### config.mk
export PLATFORM = sky130hd
export DESIGN_NAME = port_admit_gate
export DESIGN_NICKNAME = d
export VERILOG_FILES = /design/src/rtl/admit_pkg.sv /design/src/rtl/admit_len_sel.sv /design/src/rtl/admit_lane.sv /design/src/rtl/port_admit_gate.sv
export SDC_FILE = /design/constraint.sdc
export NUM_CORES = 1
export LEC_CHECK = 0
export CORE_MARGIN = 2
export CORE_UTILIZATION = 47
export DETAILED_ROUTE_END_ITERATION = 8
export GPL_TIMING_DRIVEN = 0
export PLACE_DENSITY_LB_ADDON = 0.3
export SLEW_MARGIN = 20
export SYNTH_ARGS = -nofsm -noshare
export SYNTH_HDL_FRONTEND = slang
export SYNTH_SLANG_ARGS = --single-unit
export TNS_END_PERCENT = 20
### constraint.sdc
create_clock -name clk -period 2.4 [get_ports clk]
set_clock_uncertainty 0.05 [all_clocks]
set_input_delay 0.48 -clock clk [delete_from_list [all_inputs] [get_ports clk]]
set_output_delay 0.48 -clock clk [all_outputs]
set_load 0.01 [all_outputs]
### src/rtl/admit_pkg.sv
// Shared types for the port admission gate.
// Assumes an 8-bit control byte with the fields at fixed low bit positions.
package admit_pkg;
    typedef struct packed {
        logic tx_on;
        logic rx_on;
        logic learn_off;
    } port_ctl_t;

    // Extract the three decision bits from a port control byte
    function automatic port_ctl_t decode_ctl(input logic [7:0] b);
        port_ctl_t c;
        c.tx_on     = b[2];
        c.rx_on     = b[1];
        c.learn_off = b[0];
        return c;
    endfunction
endpackage

### src/rtl/admit_len_sel.sv
// Length ceiling selector: turns the global huge/override bits into a byte limit.
// Assumes huge has priority over override; purely combinational.
module admit_len_sel #(
    parameter int CNT_W    = 11,
    parameter int LIM_STD  = 1522,
    parameter int LIM_OVR  = 1536,
    parameter int LIM_HUGE = 1916
) (
    input  logic [7:0]       glob_cfg,
    output logic [CNT_W-1:0] limit
);
    localparam logic [CNT_W-1:0] L_STD  = CNT_W'(LIM_STD);
    localparam logic [CNT_W-1:0] L_OVR  = CNT_W'(LIM_OVR);
    localparam logic [CNT_W-1:0] L_HUGE = CNT_W'(LIM_HUGE);

    // Pick the ceiling by priority: huge, then override, then standard
    always_comb begin
        if (glob_cfg[2])      limit = L_HUGE;
        else if (glob_cfg[1]) limit = L_OVR;
        else                  limit = L_STD;
    end

    // the ceiling is always one of the three legal values
    always_comb begin
        p_limit_legal_r6: assert (limit == L_STD || limit == L_OVR || limit == L_HUGE)
            else $error("limit out of set");
    end
endmodule

### src/rtl/admit_lane.sv
// One port lane: snapshots control and ceiling at frame start, gives the verdict at frame end.
// Assumes frame_bytes is valid only together with frame_end; outputs are registered.
module admit_lane
    import admit_pkg::*;
#(
    parameter int CNT_W   = 11,
    parameter int MIN_LEN = 64
) (
    input  logic             clk,
    input  logic             rst_n,
    input  logic             sof,
    input  logic             eof,
    input  logic [CNT_W-1:0] bytes,
    input  logic [7:0]       ctl_byte,
    input  logic [CNT_W-1:0] cur_limit,
    output logic             accept,
    output logic             drop,
    output logic             learn,
    output logic             tx_on
);
    localparam logic [CNT_W-1:0] MIN_L = CNT_W'(MIN_LEN);

    port_ctl_t        cur_ctl, snap_ctl, use_ctl;
    logic [CNT_W-1:0] snap_lim, use_lim;
    logic             busy_q, end_valid, len_ok;

    assign cur_ctl = decode_ctl(ctl_byte);

    // Select live settings for a one-cycle frame, otherwise the snapshot
    always_comb begin
        use_ctl   = sof ? cur_ctl : snap_ctl;
        use_lim   = sof ? cur_limit : snap_lim;
        end_valid = eof && (busy_q || sof);
        len_ok    = (bytes >= MIN_L) && (bytes <= use_lim);
    end

    // Track the open frame and capture settings at its start
    always_ff @(posedge clk) begin
        if (!rst_n) begin
            busy_q   <= 1'b0;
            snap_ctl <= '0;
            snap_lim <= '0;
        end else begin
            if (sof) begin
                busy_q   <= !eof;
                snap_ctl <= cur_ctl;
                snap_lim <= cur_limit;
            end else if (eof) begin
                busy_q   <= 1'b0;
            end
        end
    end

    // Produce the end-of-frame verdict pulses
    always_ff @(posedge clk) begin
        if (!rst_n) begin
            accept <= 1'b0;
            drop   <= 1'b0;
            learn  <= 1'b0;
        end else begin
            accept <= end_valid && use_ctl.rx_on && len_ok;
            drop   <= end_valid && !(use_ctl.rx_on && len_ok);
            learn  <= end_valid && !use_ctl.learn_off;
        end
    end

    // Reload transmit enable only between frames or at a frame start
    always_ff @(posedge clk) begin
        if (!rst_n)               tx_on <= 1'b0;
        else if (!busy_q || sof)  tx_on <= cur_ctl.tx_on;
    end

    // admit and drop never pulse together
    p_one_verdict_r3: assert property (@(posedge clk) disable iff (!rst_n)
        !(accept && drop));
    // any pulse follows a frame-end strobe
    p_pulse_needs_end_r9: assert property (@(posedge clk) disable iff (!rst_n)
        (accept || drop || learn) |-> $past(eof));
    // a snapshotted receive-disable always ends in a drop
    p_rx_off_drops_r4: assert property (@(posedge clk) disable iff (!rst_n)
        (eof && busy_q && !sof && !snap_ctl.rx_on) |=> drop);
    // transmit enable is frozen inside an open frame
    p_tx_frozen_r8: assert property (@(posedge clk) disable iff (!rst_n)
        (busy_q && !sof && !eof) |=> $stable(tx_on));
endmodule

### src/rtl/port_admit_gate.sv
// Switch port admission and learning gate: one shared length selector, one lane per port.
// Assumes a single global control byte for all ports and per-port bytes packed by port index.
module port_admit_gate #(
    parameter int NUM_PORTS = 5,
    parameter int CNT_W     = 11,
    parameter int MIN_LEN   = 64,
    parameter int LIM_STD   = 1522,
    parameter int LIM_OVR   = 1536,
    parameter int LIM_HUGE  = 1916
) (
    input  logic                       clk,
    input  logic                       rst_n,
    input  logic [NUM_PORTS-1:0]       frame_start,
    input  logic [NUM_PORTS-1:0]       frame_end,
    input  logic [NUM_PORTS*CNT_W-1:0] frame_bytes,
    input  logic [NUM_PORTS*8-1:0]     port_cfg,
    input  logic [7:0]                 glob_cfg,
    output logic [NUM_PORTS-1:0]       rx_accept,
    output logic [NUM_PORTS-1:0]       rx_drop,
    output logic [NUM_PORTS-1:0]       learn_en,
    output logic [NUM_PORTS-1:0]       tx_en
);
    logic [CNT_W-1:0] cur_limit;

    admit_len_sel #(
        .CNT_W(CNT_W), .LIM_STD(LIM_STD), .LIM_OVR(LIM_OVR), .LIM_HUGE(LIM_HUGE)
    ) u_len (
        .glob_cfg (glob_cfg),
        .limit    (cur_limit)
    );

    for (genvar p = 0; p < NUM_PORTS; p++) begin : g_lane
        admit_lane #(.CNT_W(CNT_W), .MIN_LEN(MIN_LEN)) u_lane (
            .clk       (clk),
            .rst_n     (rst_n),
            .sof       (frame_start[p]),
            .eof       (frame_end[p]),
            .bytes     (frame_bytes[p*CNT_W +: CNT_W]),
            .ctl_byte  (port_cfg[p*8 +: 8]),
            .cur_limit (cur_limit),
            .accept    (rx_accept[p]),
            .drop      (rx_drop[p]),
            .learn     (learn_en[p]),
            .tx_on     (tx_en[p])
        );
    end

    // all outputs are cleared in the cycle after a reset edge
    p_reset_clear_r1: assert property (@(posedge clk)
        !rst_n |=> (rx_accept == '0 && rx_drop == '0 && learn_en == '0 && tx_en == '0));
endmodule

==> results.cfg <==
[grt]
grt_pass1_wl_um = 16830
antenna_found_initial = 0
track_usage = 0.2064
grt_start_max_net_pins = 15
grt_pass1_vias = 3851
grt-ovfl-total = 0

[worst_setup_path]
critical_path.top_delay_family = compound AO/OA/AOI/OAI gates
r2r_cells = 5
cp_slowest_cell = a211oi_1
crit_type = in2reg
crit_path_end_kind = register
cp_max_fo = 10
critical_path_buf_inv_count = 2
cp-start-kind = input pin
reg2reg_setup_slack_ns = 0.50
reg2reg_to = g_lane[0].u_lane.drop
arrival_ns = 2.49
regToRegStartpoint = g_lane[0].u_lane.snap_lim[9]
crit_chain = dlygate4sd2_1 -> nor2_4 -> buf_4 -> mux2i_2 -> ha_1 -> nand4_1 -> a211oi_1 -> a2111oi_4 -> o21a_1
max_stage_delay_ns = 0.43
crit_required_ns = 2.61

[worst_hold_path]
min_from = g_lane[0].u_lane.snap_lim[10]
hold_depth = 2
holdPathEnd = g_lane[0].u_lane.snap_lim[10]
hold_path.class = reg2reg

[timing]
rsz0062_at_grt = yes
period_minus_slack_ns = 2.277
clock.fmax_mhz = 439.3
setup_viol = 0
drv_slew = 0
min_period_over_period = 0.9486
worst_slew_pin_slew_ns = 0.6134
relSlewSlack = 0.5911
tns_ns = 0
finalHoldViolations = 0

[placed_design]
port_buffers = 98
hpwl_um = 7977
place_congestion = 0.7950

[drt]
top_layer = met4
vias_per_cell = 5.187
vias = 3771
drt-met1-wl_um = 4253
postRouteAntennaNets = 0
drc = 0
avgRoutedWirePerCell_um = 13.98
drtIter0Drc = 118
met2_length_um = 5126
drtPass1Iterations = 5
routed_wl_um = 10160
met3WireLength_um = 582

[pwr]
power.leakage_nw = 2.535
vdd_drop_max_v = 0.0003287
p_per_area_mw_per_mm2 = 564.3
power_mw = 3.332

[logic_synthesis]
post-synth-top-area-fraction = 0.4002
synth.yosys.seq_area_share = 0.4002
synthesis.nets = 653
avgSynthCellArea_um2 = 9.321
yosysTopAreaCell = dfxtp_1
syn_inst = 483
ys_ff_latch = 90
ys_warn_count = 0
synthTopCellsByArea = dfxtp_1 40%, ha_1 15%, mux2i_1 7.8%
synth_area_mm2 = 0.004502
yosysUniqueCellTypes = 28

[floorplan]
die_w_um = 101.9
start_util = 0.4849
die_area_mm2 = 0.01038
ios = 135
row_count = 35
coreArea_mm2 = 0.009284
die_y_um = 101.9

[final_layout]
mostFrequentLayoutCells = 96 x clkdlybuf4s50_1, 90 x dfxtp_1, 85 x nor2_1
num-fill-cells = 828
diodes = 0
nets = 764
area_growth_pct = 31.16
final_common_cell = clkdlybuf4s50_1
drive_gt1_frac = 0.1338

[clock_tree]
cts_buffers = 9
clk_pin_slew_ns = 0.09
cts_htree_levels = 3
cts_tree = done
clock-sinks = 90
cts_root_buffer = clkbuf_8
clock_path_buffers = 2
clock_latency_ns = 0.35

[status]
outcome = complete, no violations

[run]
drv_cap = 0
==> repair_timing <==
action,CTS,global route
resized for setup,24,1
endpoints found under the setup margin,10,3
setup buffers,2,0
hold buffers,0,0
pin swaps,18,0
==> per-stage QoR <==
stage / cells / util / setup slack, ns / instance area (um^2) / hold slack, ns
floorplan: 483 / - / 0.2086 / 4502 / 0.3746
global placement: 710 / 0.6080 / -0.7948 / 5644 / 0.3876
detailed placement: 710 / 0.6080 / -0.7593 / 5644 / 0.3983
CTS: 727 / 0.6346 / 0.1936 / 5892 / 0.4200
global route: 727 / 0.6360 / -0.001155 / 5904 / 0.4464
finish: 727 / 0.6360 / 0.1235 / 5904 / 0.4117
==> routing by layer <==
layer,vias to the layer above,GRT usage
li1,1903,-
met4,0,0.06872
met1,1767,0.2335
met5,-,0
met3,16,0.05609
met2,85,0.3750
==> registers in the layout (all words and copies together) (netlist names) <==
| signal | cells |
|---|---|
| g_lane.u_lane.drop | 5 |
| g_lane.u_lane.learn | 5 |
| g_lane.u_lane.snap_ctl | 10 |
| g_lane.u_lane.accept | 5 |
| g_lane.u_lane.tx_on | 5 |
| g_lane.u_lane.snap_lim | 55 |
| g_lane.u_lane.busy_q | 5 |
==> where the power goes <==
group	total [mW]	internal [mW]	switching, mW
Clock	1.01	0.506	0.504
Combinational	0.721	0.375	0.346
Sequential	1.60	1.58	0.0240
Total	3.33	2.46	0.873
==> area by class of cell <==
| cell class | count | area, um^2 | area share |
|---|---|---|---|
| multi-input combinational | 347 | 2466 | 0.4177 |
| sequential | 90 | 1802 | 0.3051 |
| timing repair buffer | 100 | 993.5 | 0.1683 |
| buffer | 40 | 265.3 | 0.04492 |
| tap | 129 | 161.4 | 0.02734 |
| clock buffer | 11 | 141.4 | 0.02395 |
| clock inverter | 4 | 52.55 | 0.008900 |
| inverter | 6 | 22.52 | 0.003814 |
==> cells in the mapped netlist <==
master,n
nor2_1,86
nor2b_1,16
clkbuf_1,3
buf_2,12
nand3b_1,5
o211ai_1,5
a2111oi_2,5
o21a_1,5
nand4_1,10
and2_1,5
buf_4,25
a211oi_2,4
a21oi_1,17
mux2i_1,35
dfxtp_1,90
nor3_1,10
nand2b_1,5
o22ai_1,5
nand2_1,15
o21ai_1,5
ha_1,55
nand3_1,5
inv_1,6
a21oi_2,3
o21ai_0,35
or2_2,5
and4_1,5
a211oi_1,6
==> cell families (layout without fill, tap and decap cells) <==
family,count (synthesis),in the layout,share of synthesized area
AO/OA/AOI/OAI,90,90,0.1306
adder cells (fa/ha/maj),55,55,0.1529
buffers and inverters,46,161,0.06253
flip-flops,90,90,0.4002
multiplexers,35,35,0.07782
AND/OR/NAND/NOR,167,167,0.1759
==> worst max path at each step <==
stage,startpoint,to,slack (ns),cells past startpoint
5_1_grt,glob_cfg[1],g_lane[0].u_lane.drop,-0.001,9
4_1_cts,glob_cfg[1],g_lane[2].u_lane.drop,0.19,9
6_report,glob_cfg[2],g_lane[2].u_lane.accept,0.12,9
3_3_place_gp,glob_cfg[1],g_lane[4].u_lane.drop,-0.79,9
3_5_place_dp,glob_cfg[1],g_lane[2].u_lane.drop,-0.76,9
2_1_floorplan,frame_start[2],g_lane[2].u_lane.drop,0.21,8
==> worst register-to-register path, cell delays in order (launching register included) <==
cell       delay [ns]
dfxtp_1          0.30
o21ai_0          0.33
ha_1             0.33
and4_1           0.22
a2111oi_2        0.41
o22ai_1          0.14
Power figures use the tool's default switching activity.
